File: src/rtl/mersenne_line_mapper.sv
module mersenne_line_mapper #(
  parameter int ADDR_W = 16,
  parameter int C_W    = 5
) (
  input  logic              clk,
  input  logic              rst_n,
  input  logic              req_valid,
  input  logic              req_sel_seq,
  input  logic [ADDR_W-1:0] req_addr,
  output logic [C_W-1:0]    idx_out,
  output logic [ADDR_W-1:0] tag_out,
  output logic              rsp_valid,
  output logic              rsp_hit,
  output logic [C_W-1:0]    rsp_index,
  input  logic              seq_load,
  input  logic              seq_step,
  input  logic [ADDR_W-1:0] seq_base,
  input  logic [ADDR_W-1:0] seq_stride,
  output logic [ADDR_W-1:0] seq_addr,
  output logic [C_W-1:0]    seq_index
);
  localparam int NCH   = (ADDR_W + C_W - 1) / C_W;
  localparam int PAD_W = NCH * C_W;
  localparam int LINES = 1 << C_W;
  localparam logic [C_W-1:0] TOP = '1;

  function automatic logic [C_W-1:0] eac_add(input logic [C_W-1:0] a, input logic [C_W-1:0] b);
    logic [C_W:0] t;
    t = {1'b0, a} + {1'b0, b};
    return t[C_W-1:0] + {{(C_W-1){1'b0}}, t[C_W]};
  endfunction

  function automatic logic [C_W-1:0] drop_top(input logic [C_W-1:0] v);
    return (v == TOP) ? '0 : v;
  endfunction

  function automatic logic [C_W-1:0] mod_p(input logic [ADDR_W-1:0] a);
    logic [PAD_W-1:0] p;
    logic [C_W-1:0]   acc;
    p   = PAD_W'(a);
    acc = '0;
    for (int i = 0; i < NCH; i++) acc = eac_add(acc, p[i*C_W +: C_W]);
    return drop_top(acc);
  endfunction

  logic [C_W-1:0]    stride_mod;
  logic [ADDR_W-1:0] look_addr;
  logic [C_W-1:0]    look_idx;
  logic              hit_now;
  logic [LINES-1:0]  line_vld;
  logic [ADDR_W-1:0] line_tag [LINES];

  assign idx_out   = mod_p(req_addr);
  assign tag_out   = req_addr;
  assign look_addr = req_sel_seq ? seq_addr  : req_addr;
  assign look_idx  = req_sel_seq ? seq_index : idx_out;
  assign hit_now   = line_vld[look_idx] && (line_tag[look_idx] == look_addr);

  always_ff @(posedge clk) begin
    if (!rst_n) begin
      seq_addr   <= '0;
      seq_index  <= '0;
      stride_mod <= '0;
    end else if (seq_load) begin
      seq_addr   <= seq_base;
      seq_index  <= mod_p(seq_base);
      stride_mod <= mod_p(seq_stride);
    end else if (seq_step) begin
      seq_addr   <= seq_addr + stride_q;
      seq_index  <= drop_top(eac_add(seq_index, stride_mod));
    end
  end

  logic [ADDR_W-1:0] stride_q;
  always_ff @(posedge clk) begin
    if (!rst_n)        stride_q <= '0;
    else if (seq_load) stride_q <= seq_stride;
  end

  always_ff @(posedge clk) begin
    if (!rst_n) begin
      line_vld  <= '0;
      rsp_valid <= 1'b0;
      rsp_hit   <= 1'b0;
      rsp_index <= '0;
    end else begin
      rsp_valid <= req_valid;
      if (req_valid) begin
        rsp_hit   <= hit_now;
        rsp_index <= look_idx;
        if (!hit_now) line_vld[look_idx] <= 1'b1;
      end
    end
  end

  always_ff @(posedge clk) begin
    if (req_valid && !hit_now) line_tag[look_idx] <= look_addr;
  end
endmodule

File: config.mk
export PLATFORM = sky130hd
export DESIGN_NAME = mersenne_line_mapper
export DESIGN_NICKNAME = d
export VERILOG_FILES = /design/src/rtl/mersenne_line_mapper.sv
export SDC_FILE = /design/constraint.sdc
export NUM_CORES = 1
export LEC_CHECK = 0
export ABC_CLOCK_PERIOD_IN_PS = 12800
export BUFFER_PORTS_ARGS = -buffer_cell sky130_fd_sc_hd__buf_2
export CORE_UTILIZATION = 40
export CTS_CLUSTER_SIZE = 12
export DETAILED_ROUTE_END_ITERATION = 6
export PLACE_DENSITY_LB_ADDON = 0.3
export SLEW_MARGIN = 20
export SYNTH_ARGS = -nofsm -noshare
export SYNTH_HDL_FRONTEND = slang
export SYNTH_SLANG_ARGS = --single-unit
File: constraint.sdc
create_clock -name clk -period 12.8 [get_ports clk]
set_input_delay 1.92 -clock clk [delete_from_list [all_inputs] [get_ports clk]]
set_output_delay 1.92 -clock clk [all_outputs]
set_load 0.01 [all_outputs]
=== Word level (Yosys, flattened, before mapping) ===
Memory sizes are Yosys's and may differ from the RTL's.
Cells that the tools add are included.

* $add $sub $neg: 21
* Order comparisons: 2
* Equal/unequal tests: 5
* Muxes and demuxes: 16
* Bitwise operators: 2
* Reduce and logical (&&, ||, !) cells: 6

{| class="wikitable"
|+ Operators by type and width
! cell !! count
|-
| adder 5 x 1 -> 5 bit || 10
|-
| 2-to-1 mux 16 bit || 3
|-
| adder 5 x 5 -> 6 bit || 7
|-
| 2-to-1 mux 5 bit || 7
|-
| OR 32 bit || 1
|-
| equality test 5 bit, second input constant || 4
|-
| adder 5 x 1 -> 6 bit || 3
|-
| adder 16 bit || 1
|-
| equality test 16 bit || 1
|-
| < comparator 5 x 6 -> 1 bit, second input constant || 1
|-
| binary-select mux 1 bit (select 5 bit) || 1
|-
| demux 1 bit (select 5 bit) || 1
|-
| greater-or-equal comparator 5 x 1 -> 1 bit, second input constant || 1
|-
| 2-to-1 mux 1 bit || 4
|-
| logical AND 1 bit || 3
|-
| AND reduction 2 bit || 1
|-
| nonzero test 2 bit || 1
|-
| zero test 1 bit || 1
|-
| inverter 1 bit || 1
|}

* Register bits after elaboration: 81
* RAM bits: 512
* Bits of input ports: 54
* Output and inout bits: 49
* Word-level logic and storage cells: 61
* Memories kept: 1

{| class="wikitable"
|+ Memory list
! name !! words !! bits a word !! read ports !! clocked after Yosys merged registers in !! write ports !! line !! RTL
|-
| line_tag || 32 || 16 || 1 || 0 || 1 || 51 || <nowiki>logic [ADDR_W-1:0] line_tag [LINES];</nowiki>
|}

=== Logic depth before layout (Yosys ltp) ===
* Depth after elaboration: 16
* Mapped depth: 40
* Gate-level depth less buffers: 35

=== Worst setup path before layout ===
No wires, ideal clock.

* Path type: input to register
* From: input req_addr[1]
* To: memory line_tag[14][0], enable pin
* Library setup time: 0.409 ns
* Arrival: 9.498 ns
* Required time: 12.391 ns
* Slack: 2.892 ns
* Stages on the path: 40
* Buffers on the path: 5
* Cell sequence: ha_1 a21o_1 a21oi_1 nor2b_1 o21ai_0 nand2b_1 ha_1 ha_1 xor2_1 ha_1 a21oi_1 a21boi_0 o21ai_0 nand2b_1 ha_1 ha_1 nand2_1 xnor2_1 [... 4 more ...] nand3_1 xnor3_1 and4b_1 buf_6 a21boi_2 mux2_4 and3b_1 buf_2 buf_2 a22oi_1 nand4_1 xnor2_1 nor2_1 and3_1 and2_1 buf_6 buf_8 nor3_1

* Cells in the longest elaborated chain, start to end: 16
* Elaborated cells on any way between the ends: 19
* Classes of those cells: add/sub: 6; eq/ne: 2; mux: 7; reduce/logical: 3; memory: 1

{| class="wikitable"
|+ RTL lines
! element !! line !! RTL
|-
| from (decl) || 9 || <nowiki>input logic [ADDR_W-1:0] req_addr,</nowiki>
|-
| adder 5 x 5 -> 6 bit (*) || 29 || <nowiki>t = {1'b0, a} + {1'b0, b};</nowiki>
|-
| adder 5 x 1 -> 5 bit (*) || 30 || <nowiki>return t[C_W-1:0] + {{(C_W-1){1'b0}}, t[C_W]};</nowiki>
|-
| adder 5 x 5 -> 6 bit (*) || 29 ||
|-
| adder 5 x 1 -> 5 bit (*) || 30 ||
|-
| adder 5 x 1 -> 6 bit (*) || 29 ||
|-
| adder 5 x 1 -> 5 bit (*) || 30 ||
|-
| equality test 5 bit || 34 || <nowiki>return (v == TOP) ? '0 : v;</nowiki>
|-
| 2-to-1 mux 5 bit (*) || 34 ||
|-
| net idx_out[3] || 10 || <nowiki>output logic [C_W-1:0] idx_out,</nowiki>
|-
| 2-to-1 mux 5 bit (*) || 56 || <nowiki>assign look_idx = req_sel_seq ? seq_index : idx_out;</nowiki>
|-
| memory (32 x 16 bit) / binary-select mux 1 bit (select 5 bit) (equally long branches) || - ||
|-
| equality test 16 bit / 2-to-1 mux 1 bit (equally long branches) || 57 || <nowiki>assign hit_now = line_vld[look_idx] && (line_tag[look_idx] == look_addr);</nowiki>
|-
| logical AND 1 bit || 57 ||
|-
| zero test 1 bit || 97 || <nowiki>if (req_valid && !hit_now) line_tag[look_idx] <= look_addr;</nowiki>
|-
| logical AND 1 bit || 97 ||
|-
| 2-to-1 mux 1 bit || 97 ||
|-
| 2-to-1 mux 1 bit (not written as such) || 97 ||
|-
| to (decl) || 51 ||
|}

Mark *: on every way through the listed nets, which the timed path passes. The rest lies on a longest branch. The select of a mux whose other input is x is not followed.

=== Worst setup path after layout ===
* From: input req_addr[1]
* To: memory line_tag[15][13], enable pin

* Cells in the longest elaborated chain, start to end: 16
* Elaborated cells on any way between the ends: 19
* Classes of those cells: add/sub: 6; eq/ne: 2; mux: 7; reduce/logical: 3; memory: 1

{| class="wikitable"
|+ RTL lines
! element !! line
|-
| adder 5 x 5 -> 6 bit || 29
|-
| adder 5 x 1 -> 5 bit || 30
|-
| adder 5 x 5 -> 6 bit || 29
|-
| adder 5 x 1 -> 5 bit || 30
|-
| adder 5 x 1 -> 6 bit || 29
|-
| adder 5 x 1 -> 5 bit || 30
|-
| equality test 5 bit || 34
|-
| 2-to-1 mux 5 bit || 34
|-
| 2-to-1 mux 5 bit || 56
|-
| memory (32 x 16 bit) / binary-select mux 1 bit (select 5 bit) (equally long branches) || -
|-
| equality test 16 bit / 2-to-1 mux 1 bit (equally long branches) || 57
|-
| logical AND 1 bit || 57
|-
| zero test 1 bit || 97
|-
| logical AND 1 bit || 97
|-
| 2-to-1 mux 1 bit || 97
|-
| 2-to-1 mux 1 bit (not written as such) || 97
|}

Several ways; a longest one is shown, not always the timed one. The select of a mux whose other input is x is not followed.

==> impl_metrics.json <==
{
  "status": "completed",
  "grt-ovfl-total": 0,
  "synthTopCellsByArea": "edfxtp_1 60%, dfxtp_1 6.3%, o221ai_1 4.4%, o22a_1 4.4%, ha_1 3.8%",
  "post-dp-hpwl_mm": 45.2,
  "slew_violations": 0,
  "clock_path_buffers": 3,
  "finalNetCount": 1986,
  "synth_most_common_cell": "edfxtp_1",
  "p_switching_uw": 2450,
  "slew_headroom_pct": 27.8,
  "yosysSeqAreaShare_pct": 66.3,
  "ant_nets": 0,
  "routed_wl_mm": 70.7,
  "initial_core_util_pct": 40.6,
  "synth_nets": 1878,
  "synth-xor-area-share_pct": 3.12,
  "power.internal_uw": 4090,
  "power_frac_clock_pct": 24.8,
  "synthSimpleGateAreaFrac_pct": 5.92,
  "crit_fanout": 55,
  "synth_cell_types": 71,
  "die_w_um": 255,
  "nFillCells": 5490,
  "post_cts_resized": 0,
  "clk_pin_slew_ns": 0.06,
  "wl_per_cell_um": 25.9,
  "synth_flop_cell": "edfxtp_1",
  "power_density_nw_per_um2": 225,
  "drc_errors": 0,
  "netlist.area_leader.share_pct": 59.9,
  "synth_top_family_by_area": "compound AO/OA/AOI/OAI gates",
  "post_drt_via_cell_ratio": 5.88,
  "setup_viol": 0,
  "post-route-period-util_pct": 83.7,
  "die_y_um": 255,
  "fin_cells": 2730,
  "initialDrtViolationCount": 1761,
  "grt_pass1_wl_mm": 105,
  "p_seq_share_pct": 35.9,
  "hold_buffers": 0,
  "antenna_found_initial": 4,
  "io_pins": 103,
  "skew_ns": 0.0420,
  "num_rows": 92,
  "synthAdderAreaFrac_pct": 4.38,
  "worstSetupPathType": "input pin to flip-flop",
  "use_met2_pct": 36.0,
  "totalPowerFinal_uw": 6540,
  "core_um2": 63200,
  "ys_top_cells_by_count": "512 x edfxtp_1, 128 x o221ai_1, 128 x o22a_1",
  "worst_pin_slew_ns": 1.08,
  "synth_compound_area_share_pct": 15.6,
  "firstDrtPassIters": 6,
  "end_kind": "flip-flop",
  "top_usage_layer": "met2",
  "syn-instance-count": 1739,
  "max_cap_violations": 0,
  "dp_cells": 2631,
  "hold_class": "flip-flop to flip-flop",
  "rsz0062_at_grt": "no",
  "register_area_um2": 17000,
  "synth_edf_count": 512,
  "cts_setup_buffers": 0,
  "async_flop_share_pct": 0,
  "gr-usage-met3_pct": 4.26,
  "start_kind": "input pin",
  "place_congestion": 0.915,
  "htree_levels": 2,
  "setup_tns_ns": 0,
  "root_buffer": "clkbuf_16",
  "finalCriticalPeriod_ns": 10.71,
  "grt_usage_pct": 22.0,
  "combPwrFrac_pct": 39.3,
  "area_delta_synth_final_pct": 13.4,
  "globalRouteMet1Util_pct": 29.7,
  "p_leak_uw": 0.00987,
  "crit_required_ns": 13.02,
  "grt_max_degree": 81,
  "hold_viol_final": 0,
  "muxShareOfSynthArea_pct": 1.80,
  "dieArea_um2": 65100,
  "syn_area_per_cell_um2": 14.7,
  "cts_buffers": 60,
  "multi_input_area_um2": 8110,
  "yosys_warnings": 0,
  "slowest_stage": "nor3_4",
  "sw_frac_of_total_pct": 37.4,
  "first_global_vias": 15747,
  "numPortBuffers": 102,
  "synth_area_um2": 25600,
  "max_freq_mhz": 93.4,
  "cp_common_cell": "ha_1",
  "cts_sinks": 593,
  "cts_tree": "done",
  "yosys.area.top_type": "edfxtp_1",
  "ys_ff_latch": 593,
  "vdd_ir_drop_max_mv": 0.120,
  "drive_above_1_share_pct": 16.7,
  "arrival_ns": 10.93,
  "vias": 16056,
  "slowest_delay_ns": 0.80,
  "clk_latency_ns": 0.63
}
## power by group through the flow
| stage | Sequential (uW) | Combinational (uW) | Clock (uW) |
|---|---|---|---|
| after floorplan | 2370 | 1680 | 0 |
| after global placement | 2380 | 2530 | 0 |
| after detailed placement | 2390 | 2540 | 0 |
| after CTS | 2350 | 2550 | 1650 |
| after global routing | 2360 | 2730 | 1710 |
| final | 2350 | 2570 | 1620 |
## metrics by stage
stage | hold WS (ns) | setup slack (ns) | cell area, um2 | util, %
global route | 0.468 | 1.58 | 29100 | 46.0
CTS | 0.449 | 1.99 | 29100 | 46.0
finish | 0.447 | 2.09 | 29100 | 46.0
global placement | 0.435 | 1.37 | 27300 | 43.2
floorplan | 0.428 | 2.89 | 25600 | -
detailed placement | 0.441 | 1.38 | 27300 | 43.2
## per-layer routing
layer	up-vias	wire length, um
met5	-	0
met4	0	1880
met3	103	5380
met2	639	34000
met1	8111	29400
li1	7203	-
## placed cells by master (no fill, tap or decap), drive strengths merged, types with 5 or more instances in the layout
master  synthesis  layout
mux2i          29      29
nor3           41      41
nor3b           6       6
a31oi           5       5
fa              8       8
clkinv          1      14
a21oi          40      40
o221ai        128     128
nand2          78      78
a22oi          72      72
o21ai          76      76
ha             77      77
nor2           18      18
nand3          29      29
and2           11      11
mux2           15      15
o22a          128     128
xnor2          56      56
a21o           16      16
inv            31      32
buf            61     165
o211a           7       7
nand4          19      19
a21boi          6       6
a211o           5       5
clkbuf         58      81
dfxtp          81      81
nand2b         12      12
a222oi          8       8
edfxtp        512     512
nand3b          5       5
xor2           24      24
nor2b          34      34
## flip-flops by register name, indices dropped and copies added (netlist names)
name        flops
line_tag      512
line_vld       32
rsp_hit         1
rsp_index       5
rsp_valid       1
seq_addr       16
seq_index       5
stride_mod      5
stride_q       16
## logic make-up after synthesis
| kind of cell | count (synthesis) |
|---|---|
| DFF | 593 |
| buffers and inverters | 151 |
| xor gates and xnor gates | 84 |
| muxes | 44 |
| AOI/OAI and AO/OA | 510 |
| and+or+nand+nor | 272 |
| adders and majority gates | 85 |
## layout make-up
class | instances | area share (%)
diodes | 1 | 0.00860
clock buffers | 81 | 5.58
clock inverters | 17 | 0.499
inverters | 32 | 0.413
multi-input cells | 995 | 27.9
flip-flops and latches | 593 | 58.4
well taps | 846 | 3.64
repair buffers | 165 | 3.55
## worst max-delay path, delay by kind of cell
family / cells / cell delay (ns)
AND/OR/NAND/NOR: 14 / 3.07
AO/OA/AOI/OAI: 10 / 2.42
adder cells (fa/ha/maj): 7 / 1.73
XOR/XNOR: 4 / 1.09
buffers and inverters: 3 / 0.65
## worst paths after layout
| check | slack [ns] | start | cells past startpoint | to |
|---|---|---|---|---|
| setup / recovery | 2.09 | req_addr[1] | 38 | line_tag[15][13]$_DFFE_PP_ |
| hold reg to reg | 0.45 | line_vld[8]$_SDFFE_PN0P_ | 2 | line_vld[8]$_SDFFE_PN0P_ |
| setup reg to reg | 7.32 | seq_index[1]$_SDFFE_PN0P_ | 13 | line_tag[15][13]$_DFFE_PP_ |
| hold / removal | 0.45 | line_vld[8]$_SDFFE_PN0P_ | 2 | line_vld[8]$_SDFFE_PN0P_ |
Power figures use the tool's default switching activity.
